$ cat config.mk
export PLATFORM = sky130hd
export DESIGN_NAME = tri_pwm_decoder
export DESIGN_NICKNAME = d
export VERILOG_FILES = /design/src/rtl/tpd_pkg.sv /design/src/rtl/tpd_sync.sv /design/src/rtl/tpd_zone.sv /design/src/rtl/tpd_holdoff.sv /design/src/rtl/tri_pwm_decoder.sv
export SDC_FILE = /design/constraint.sdc
export NUM_CORES = 1
export LEC_CHECK = 0
export BUFFER_PORTS_ARGS = -buffer_cell sky130_fd_sc_hd__clkbuf_2
export CORE_AREA = 4 4 41 43
export CTS_BUF_LIST = sky130_fd_sc_hd__clkbuf_16
export DETAILED_ROUTE_END_ITERATION = 10
export DIE_AREA = 0 0 45 47
export GPL_TIMING_DRIVEN = 0
export PLACE_DENSITY = 0.7
export SLEW_MARGIN = 0
export SYNTH_ARGS = -nofsm -noshare
export SYNTH_HDL_FRONTEND = slang
export SYNTH_HIERARCHICAL = 1
export SYNTH_SLANG_ARGS = --single-unit
$ cat constraint.sdc
create_clock -name clk -period 1.9 [get_ports clk]
set_input_delay 0.095 -clock clk [delete_from_list [all_inputs] [get_ports clk]]
set_output_delay 0.095 -clock clk [all_outputs]
set_load 0.05 [all_outputs]
$ cat src/rtl/tpd_pkg.sv
// Package: shared encodings for the three-level PWM decoder.
// Assumes: the command codes are decoded by the gate-driver stage downstream.
package tpd_pkg;

    // Drive command handed to the gate-driver stage
    typedef enum logic [1:0] {
        CMD_LOW  = 2'b00,
        CMD_HIGH = 2'b01,
        CMD_TRI  = 2'b10
    } cmd_e;

    // Where the synchronized pin sample lies relative to the thresholds
    typedef enum logic [1:0] {
        ZN_MID   = 2'b00,
        ZN_HIGH  = 2'b01,
        ZN_LOW   = 2'b10,
        ZN_CLASH = 2'b11
    } zone_e;

endpackage

$ cat src/rtl/tpd_sync.sv
// Module: tpd_sync
// Multi-stage flop synchronizer for a bundle of asynchronous single-bit flags.
// Assumes: each bit is independent (no multi-bit coherency is needed) and
// STAGES >= 1. The reset value of every stage is 0.
module tpd_sync #(
    parameter int W      = 2,
    parameter int STAGES = 2
) (
    input  logic         clk,
    input  logic         rst_n,
    input  logic [W-1:0] d,
    output logic [W-1:0] q
);

    logic [W-1:0] stg [STAGES];

    // First stage: capture the raw asynchronous inputs
    always_ff @(posedge clk) begin
        if (!rst_n) stg[0] <= '0;
        else        stg[0] <= d;
    end

    // Remaining stages: shift toward the output
    for (genvar i = 1; i < STAGES; i++) begin : g_stage
        always_ff @(posedge clk) begin
            if (!rst_n) stg[i] <= '0;
            else        stg[i] <= stg[i-1];
        end
    end

    assign q = stg[STAGES-1];

endmodule

$ cat src/rtl/tpd_zone.sv
// Module: tpd_zone
// Maps the two synchronized comparator flags to a zone code.
// Assumes: the flags are already synchronized; purely combinational.
module tpd_zone
    import tpd_pkg::*;
(
    input  logic  above_hi,
    input  logic  below_lo,
    output zone_e zone
);

    // Classify the sample; both flags set is physically impossible
    always_comb begin
        unique case ({below_lo, above_hi})
            2'b01:   zone = ZN_HIGH;
            2'b10:   zone = ZN_LOW;
            2'b11:   zone = ZN_CLASH;
            default: zone = ZN_MID;
        endcase
    end

endmodule

$ cat src/rtl/tpd_holdoff.sv
// Module: tpd_holdoff
// Counts consecutive in-window cycles and flags when the hold-off is met.
// Assumes: HOLDOFF_CYC >= 1. The count restarts on any cycle outside the
// window and saturates, so a window held indefinitely keeps expire high.
module tpd_holdoff #(
    parameter int HOLDOFF_CYC = 18
) (
    input  logic clk,
    input  logic rst_n,
    input  logic in_window,
    output logic expire
);

    localparam int CNT_W = (HOLDOFF_CYC > 1) ? $clog2(HOLDOFF_CYC) : 1;
    localparam logic [CNT_W-1:0] LAST = CNT_W'(HOLDOFF_CYC - 1);

    logic [CNT_W-1:0] run_q;

    // Saturating count of in-window cycles already seen
    always_ff @(posedge clk) begin
        if (!rst_n)            run_q <= '0;
        else if (!in_window)   run_q <= '0;
        else if (run_q < LAST) run_q <= run_q + 1'b1;
    end

    // This in-window cycle completes the hold-off
    assign expire = in_window && (run_q >= LAST);

endmodule

$ cat src/rtl/tri_pwm_decoder.sv
// Module: tri_pwm_decoder (top)
// Decodes a three-level PWM command from two comparator flags into a
// registered HIGH / LOW / TRISTATE command and a validity flag.
// Assumes: the comparator flags are asynchronous to clk and carry their own
// analog hysteresis; HOLDOFF_CYC is the hold-off in clk cycles.
module tri_pwm_decoder
    import tpd_pkg::*;
#(
    parameter int HOLDOFF_CYC = 18,
    parameter int SYNC_STAGES = 2
) (
    input  logic       clk,
    input  logic       rst_n,
    input  logic       cmp_above_hi,
    input  logic       cmp_below_lo,
    output logic [1:0] cmd,
    output logic       cmd_valid
);

    logic [1:0] flags_s;
    zone_e      zone_w;
    logic       expire_w;
    cmd_e       cmd_q;
    logic       valid_q;

    tpd_sync #(.W(2), .STAGES(SYNC_STAGES)) u_sync (
        .clk   (clk),
        .rst_n (rst_n),
        .d     ({cmp_below_lo, cmp_above_hi}),
        .q     (flags_s)
    );

    tpd_zone u_zone (
        .above_hi (flags_s[0]),
        .below_lo (flags_s[1]),
        .zone     (zone_w)
    );

    tpd_holdoff #(.HOLDOFF_CYC(HOLDOFF_CYC)) u_hold (
        .clk       (clk),
        .rst_n     (rst_n),
        .in_window (zone_w == ZN_MID),
        .expire    (expire_w)
    );

    // Command register: follow high/low at once, enter tristate only on expiry
    always_ff @(posedge clk) begin
        if (!rst_n) begin
            cmd_q   <= CMD_TRI;
            valid_q <= 1'b0;
        end else begin
            unique case (zone_w)
                ZN_HIGH: cmd_q <= CMD_HIGH;
                ZN_LOW:  cmd_q <= CMD_LOW;
                ZN_MID:  if (expire_w) cmd_q <= CMD_TRI;
                default: cmd_q <= cmd_q;
            endcase
            valid_q <= (zone_w != ZN_CLASH);
        end
    end

    assign cmd       = cmd_q;
    assign cmd_valid = valid_q;

endmodule

==> results of run 1 <==
## cells by family after synthesis
| family | synth area share |
|---|---|
| adders and majority gates | 0.117 |
| buffers and inverters | 0.0490 |
| DFF | 0.448 |
| xor gates and xnor gates | 0.0163 |
| and+or+nand+nor | 0.231 |
| AOI/OAI and AO/OA | 0.140 |
## worst register-to-register path, cell delays in order, from the launching register on
cell     delay (ns)
dfxtp_1        0.35
or4_4          0.57
o211a_1        0.24
a21oi_1        0.13
o21ai_0        0.09
## cell usage in the layout (no fill, tap or decap)
cell,instances
nor3_2,1
a21oi_2,1
nor2_1,3
clkbuf_2,6
nor2b_1,1
a21o_1,1
dfxtp_1,12
clkbuf_16,3
ha_1,5
o21a_1,1
clkbuf_1,2
nand2_1,3
nand3b_1,1
o211a_1,1
and2_1,5
o21ai_0,2
clkinv_1,1
a21oi_1,3
o41ai_2,1
or4_4,1
inv_1,5
nand3_1,1
nand4b_1,2
nor3b_2,1
xor2_1,1
## final timing paths
check / from / to / slack [ns] / cells past startpoint
hold / removal: cmp_above_hi / u_sync/stg[0][0] / 0.06 / 2
setup / recovery: u_hold/run_q[0] / cmd[1] / 0.40 / 4
hold reg to reg: u_sync/stg[0][0] / u_sync/stg[1][0] / 0.42 / 1
setup reg to reg: u_hold/run_q[0] / cmd[1] / 0.40 / 4
## state kept, by name, indices dropped and copies added, names as in the netlist
signal        count
cmd               2
cmd_valid         1
u_hold/run_q      5
u_sync/stg        4
## cell type report
cell class	instances	area (sq um)	area share
buffer	2	7.51	0.0113
clock buffer	3	75.1	0.113
clock inverter	1	3.75	0.00565
inverter	5	18.8	0.0282
multi-input combinational	35	270	0.407
sequential	12	240	0.362
tap	15	18.8	0.0282
timing repair buffer	6	30.0	0.0452
## where the power goes
part	internal [uW]	switching [uW]	leakage (uW)
clock network	276	105	0.0000385
logic	25.3	35.9	0.000157
registers	265	8.21	0.0000986
total	566	149	0.000294
## routing by layer
metal | wire length, um | vias to the layer above
met5 | 0 | -
met4 | 21 | 0
met3 | 57 | 3
met2 | 383 | 8
met1 | 366 | 174
li1 | - | 201
## stage by stage
step,cells,power [uW],cell area (sq um)
after floorplan,54,323,537
after global placement,75,337,586
after detailed placement,75,339,586
after CTS,79,727,664
after global routing,79,747,664
final,79,715,664
==> metrics.cfg, run 1 <==
[floorplanning]
start_util=0.413
die-area_sq_mm=0.00212
core_region_area_sq_mm=0.00130
die_w_um=45
dieHeight_um=47
io_pins=7
rows=13

[timing]
fin_ws_ns=0.396
setup_tns_ns=0
skew_ns=0.00136
timing.final.crit_share=0.792
hold_viol_final=0
min_period_ns=1.50
slew_headroom=0.816
rsz0062_at_grt=false
setup_viol_count_final=0
worst_slew_pin_slew_ns=0.278
slew_viol_final=0
fmax_ghz=0.665
whs_ns=0.0610

[place]
gp_congestion=0.817
dp_hpwl_um=607
io_buffers=6
dp_worst_setup_slack_ns=0.396

[final_layout]
finish.utilization=0.511
area_growth_pct=23.8
nets=74
n_antenna_cell=0
drive_gt1_frac=0.219
fillers=132

[critical_path]
cpPeakStageDelay_ns=0.57
crit_path_end_kind=flip-flop
path_buf_inv=0
crit_slowest_cell=or4_4
start_kind=flip-flop
cp_max_fo=6
worst_ep_arrival_time_ns=1.62
crit_chain=or4_4 > o211a_1 > a21oi_1 > o21ai_0
worstSetupPathType=flip-flop to flip-flop
path_delay_family=simple AND/OR/NAND/NOR gates
required_ns=2.02

[logic_synthesis]
synth_area_leaders=dfxtp_1 45%, ha_1 12%, and2_1 5.8%
async_flop_share=0
yosysMostFrequentCell=dfxtp_1
syn-cell-area_sq_um=537
synth.distinct_cells=22
ys.warnings.count=6
synthCells=54
seq_area_frac_synth=0.448
synth_common_cells=12 x dfxtp_1, 5 x and2_1, 5 x ha_1, 5 x inv_1
synth_top_area_frac=0.448
ys.flop_type=dfxtp_1
synth.avg_cell_area_sq_um=9.94
synth_edf_count=0
synth_nets=63
ys_ff_latch=12
yosys.area.top_type=dfxtp_1

[global_route]
use_met3=0.0575
top_usage_layer=met2
grt_max_degree=9
antenna_found_initial=0
grt_pass1_vias=371
overflow=0
grt_use_met1=0.116
grt_use_total=0.103
grt_pass1_wl_um=1490
grt_util_met2=0.150

[clock_tree]
postCtsSetupBuffers=0
ctsHoldBuffers=0
cts.reportedPaths.clkPinSlew_ns=0.04
cts_resized=0
clock_path_buffers=2
cts_root_buf=clkbuf_16
numCtsBuffers=3
worstSkewPairLatency_ns=0.24
cts_tree=yes
htreeDepth=1
cts_sinks=12

[route]
ant_nets=0
drt-vias-per-instance=4.89
wl_per_cell_um=10.5
first_pass_iters=3
routed-via-count=386
route.final.wire_length_um=829
route.detailed.drc=0
drtIter0Drc=3

[outcome]
status=complete, no violations

[power_and_ir_drop]
vdd_ir_drop_max_mv=0.645
powerDensity_mw_per_mm2=1080
p_leak_uw=0.000294

[run]
cap_violations=0

[min_path]
min-delay-path-class=primary input to flip-flop

(Power assumes the default switching activity.)
==> run 2: changes to the inputs <==
Settings changed: PLACE_DENSITY 0.7 to 0.72.
Clock period 1.9 ns to 1.2 ns, I/O delays scaled along.
==> metrics.cfg, run 2 (synthesis results as in run 1) <==
[route]
first_pass_iters=3
ant_nets=0
routed-via-count=370
route.final.wire_length_um=795
route.detailed.drc=0
drt-vias-per-instance=4.57
drtIter0Drc=1
wl_per_cell_um=9.81

[critical_path]
worstSetupPathType=flip-flop to flip-flop
required_ns=1.34
reg2reg_from=u_hold/run_q[1]
start_kind=flip-flop
worst_ep_arrival_time_ns=1.57
r2r_end=cmd[0]
rr_worst_depth=4
cp_max_fo=2
r2r_slack_ns=-0.22
crit_path_end_kind=flip-flop

[power_and_ir_drop]
share_comb_of_total_power=0.097
p_sw_uw=232
p_leak_uw=0.000303
p_int_uw=907
vdd_ir_drop_max_mv=1.16
switching_share=0.203
powerDensity_mw_per_mm2=1660
p_clk_frac=0.525
power_frac_seq=0.378

[final_layout]
nets=76
finish.utilization=0.527
top_register=u_hold/run_q
most-common-layout-cells=9 x dfxtp_1, 6 x clkbuf_2, 5 x inv_1, 5 x and2_1, 4 x ha_1
final_area_sq_um=686
area_growth_pct=27.7
mostFrequentLayoutCell=dfxtp_1
drive_gt1_frac=0.303
n_antenna_cell=0
fillers=118
largest_register_ffs=5

[min_path]
hold_path.startpoint=cmp_below_lo
holdPathEnd=u_sync/stg[0][1]
min-delay-path-class=primary input to flip-flop
min_path_cells=2

[outcome]
violations=setup timing
status=finished with violations

[global_route]
grt_pass1_wl_um=1300
overflow=0
grt_use_total=0.0977
antenna_found_initial=0
grt_max_degree=9
grt_pass1_vias=298

[clock_tree]
worstSkewPairLatency_ns=0.24
cts.reportedPaths.clkPinSlew_ns=0.04
clock_path_buffers=2
htreeDepth=1
numCtsBuffers=3
cts_sinks=12
ctsHoldBuffers=0
cts_tree=yes
cts_root_buf=clkbuf_16

[timing]
slew_viol_final=0
fmax_ghz=0.702
setup_viol_count_final=5
setup_tns_ns=-0.696
worst_slew_pin_slew_ns=0.275
hold_viol_final=0
timing.final.crit_share=1.19
fin_ws_ns=-0.224
slew_headroom=0.817
skew_ns=0.00127
min_period_ns=1.42
rsz0062_at_grt=true

[place]
io_buffers=6
placed_area_sq_um=587
dp_hpwl_um=544
gp_congestion=0.721

[floorplanning]
die_w_um=45
dieHeight_um=47
start_util=0.413
rows=13
core_region_area_sq_mm=0.00130
die-area_sq_mm=0.00212
io_pins=7

[run]
cap_violations=0

-- run 2: cell count changes in the layout (fill, tap and decap cells not counted), sizes merged --
cell	change
buf	+2
-- run 2: power groups by stage --
stage / clock [uW] / combinational, uW / sequential (uW)
6_report: 598 / 111 / 431
2_1_floorplan: 0 / 58.1 / 453
3_3_place_gp: 0 / 94.2 / 439
4_1_cts: 613 / 111 / 431
3_5_place_dp: 0 / 95.0 / 439
5_1_grt: 636 / 124 / 433
-- run 2: worst max-delay path by stage --
stage | slack, ns | to | cells after the start | start
6_report | -0.22 | cmd[0] | 4 | u_hold/run_q[1]
2_1_floorplan | -0.19 | cmd[0] | 4 | u_hold/run_q[3]
4_1_cts | -0.23 | cmd[0] | 4 | u_hold/run_q[1]
3_5_place_dp | -0.25 | cmd[0] | 4 | u_hold/run_q[1]
5_1_grt | -0.27 | cmd[0] | 4 | u_hold/run_q[1]
3_3_place_gp | -0.25 | cmd[0] | 4 | u_hold/run_q[1]
-- run 2: final cells by class --
| class | instances | area (sq um) | share of cell area |
|---|---|---|---|
| Sequential cell | 12 | 244 | 0.356 |
| Multi-Input combinational cell | 35 | 273 | 0.398 |
| Inverter | 5 | 18.8 | 0.0274 |
| Buffer | 2 | 7.51 | 0.0109 |
| Tap cell | 15 | 18.8 | 0.0274 |
| Clock inverter | 1 | 3.75 | 0.00547 |
| Timing Repair Buffer | 8 | 45.0 | 0.0657 |
| Clock buffer | 3 | 75.1 | 0.109 |
-- run 2: through the flow --
| stage | power (uW) | hold WS (ns) | setup WS, ns | instances |
|---|---|---|---|---|
| after floorplan | 511 | 0.140 | -0.194 | 54 |
| after global placement | 533 | 0.267 | -0.255 | 75 |
| after detailed placement | 534 | 0.270 | -0.247 | 75 |
| after CTS | 1160 | 0.0231 | -0.235 | 81 |
| after global routing | 1190 | 0.0252 | -0.270 | 81 |
| final | 1140 | 0.0268 | -0.224 | 81 |
-- run 2: timing repair --
| item | 4_1_cts | 5_1_grt |
|---|---|---|
| pin swaps | 2 | 1 |
| endpoints found under the setup margin | 5 | 5 |
| buffers inserted | 2 | 0 |
| resized for setup | 3 | 0 |
-- run 2: layer usage --
layer	routed length, um	vias to the layer above	track usage	share of wire
met3	47	4	0.0690	0.059
li1	-	205	-	-
met1	382	152	0.113	0.48
met5	0	-	0	0
met4	43	0	0.105	0.054
met2	321	9	0.107	0.40
-- run 2: worst max-delay path, stage by stage, from the launching register on --
cell      delay (ns)
dfxtp_2         0.31
or4_4           0.53
o211a_1         0.24
nand4b_1        0.19
o41ai_2         0.06
==> run 3: changes to the inputs <==
Settings changed: CORE_AREA 4 4 41 43 to unset, CORE_MARGIN set to 4, CORE_UTILIZATION set to 40, DIE_AREA 0 0 45 47 to unset, GPL_TIMING_DRIVEN 0 to unset, SETUP_SLACK_MARGIN set to 0.5.
==> metrics.cfg, run 3 (synthesis results as in run 1) <==
[timing]
slew_headroom=0.839
fin_ws_ns=-0.239
whs_ns=0.0273
min_period_ns=1.44
setup_viol_count_final=5
worst_slew_pin_slew_ns=0.238
setup_tns_ns=-1.12
fmax_ghz=0.695
rsz0062_at_grt=true
timing.final.crit_share=1.20
skew_ns=0.000724
slew_viol_final=0
hold_viol_final=0

[run]
cap_violations=0

[final_layout]
area_growth_pct=48.3
stdcell_count=83
most-common-layout-cells=9 x dfxtp_2, 5 x and2_1, 5 x buf_4
drive_gt1_frac=0.536
top_register=u_hold/run_q
mostFrequentLayoutCell=dfxtp_2
fillers=87
n_antenna_cell=0
nets=79
largest_register_ffs=5
final_area_sq_um=796

[critical_path]
r2r_end=cmd[0]
worstSetupPathType=flip-flop to flip-flop
cp_max_fo=2
crit_slowest_cell=or4_4
required_ns=1.34
reg2reg_from=u_hold/run_q[3]
crit_chain=or4_4 > o211a_1 > nand4b_1 > o41ai_2
worst_ep_arrival_time_ns=1.57
crit_path_end_kind=flip-flop
cpPeakStageDelay_ns=0.52
start_kind=flip-flop
r2r_slack_ns=-0.24
rr_worst_depth=4

[clock_tree]
cts_sinks=12
cts_tree=yes
clock_path_buffers=2
cts_root_buf=clkbuf_16
htreeDepth=1
ctsHoldBuffers=0
cts.reportedPaths.clkPinSlew_ns=0.04
numCtsBuffers=3
worstSkewPairLatency_ns=0.24

[min_path]
holdPathEnd=u_sync/stg[0][1]
hold_path.startpoint=cmp_below_lo
min_path_cells=2
min-delay-path-class=primary input to flip-flop

[global_route]
grt_max_degree=9
grt_use_total=0.151
grt_util_met2=0.241
use_met3=0.0366
overflow=0
top_usage_layer=met2
grt_pass1_vias=475
grt_pass1_wl_um=2060
grt_use_met1=0.165
antenna_found_initial=0

[floorplanning]
io_pins=7
dieHeight_um=44.6
die_w_um=44.6
rows=12
start_util=0.453
die-area_sq_mm=0.00199
core_region_area_sq_mm=0.00119

[route]
first_pass_iters=4
route.detailed.drc=0
ant_nets=0
routed-via-count=422
drt-vias-per-instance=5.08
wl_per_cell_um=14.3
route.final.wire_length_um=1180
drtIter0Drc=3

[place]
dp_hpwl_um=722
place_inst=77
io_buffers=6
placed_area_sq_um=618
gp_congestion=0.752

[outcome]
status=finished with violations
violations=setup timing

[power_and_ir_drop]
vdd_ir_drop_max_mv=0.896
finalPower_uw=1200
p_leak_uw=0.000336
powerDensity_mw_per_mm2=1510

run 3: cell count changes in the layout (fill, tap and decap cells not counted), sizes merged:
cell	previous run	this run
buf	2	10
clkbuf	11	6
run 3: worst max-delay path, delay by kind of cell (launching register included):
| family | cells | cell delay, ns |
|---|---|---|
| AO/OA/AOI/OAI | 2 | 0.30 |
| flip-flops | 1 | 0.31 |
| AND/OR/NAND/NOR | 2 | 0.72 |
run 3: worst max-delay path by stage:
| stage | from | end | cells after the start |
|---|---|---|---|
| 2_1_floorplan | u_hold/run_q[3] | cmd[0] | 4 |
| 3_5_place_dp | u_hold/run_q[3] | cmd[0] | 4 |
| 6_report | u_hold/run_q[3] | cmd[0] | 4 |
| 4_1_cts | u_hold/run_q[3] | cmd[0] | 4 |
| 5_1_grt | u_hold/run_q[3] | cmd[0] | 4 |
| 3_3_place_gp | u_hold/run_q[3] | cmd[0] | 4 |
run 3: per-layer routing:
metal | share of wire | wire [um] | vias up
met1 | 0.45 | 527 | 194
li1 | - | - | 213
met4 | 0.036 | 42 | 0
met3 | 0.035 | 41 | 6
met2 | 0.48 | 572 | 9
met5 | 0 | 0 | -
run 3: final cells by class:
class	instances	area [sq um]	area share
well taps	14	17.5	0.0220
flip-flops and latches	12	251	0.316
repair buffers	13	120	0.151
multi-input cells	35	309	0.388
clock inverters	1	3.75	0.00472
clock buffers	3	75.1	0.0943
inverters	5	18.8	0.0236
run 3: per-stage QoR:
stage | util | setup slack [ns]
after detailed placement | 0.521 | -0.223
after floorplan | - | -0.194
after global routing | 0.671 | -0.289
after global placement | 0.521 | -0.173
final | 0.671 | -0.239
after CTS | 0.666 | -0.236
run 3: report_power, final:
part	internal [uW]	total, uW	switching (uW)
registers	421	434	12.7
logic	86.8	166	79.5
clock network	438	601	163
run 3: repair_timing:
action / in CTS / in global routing
pin swaps: 4 / 2
gates resized for setup: 22 / 5
setup buffers: 2 / 0
setup endpoints to repair: 11 / 10
gates cloned: 0 / 0
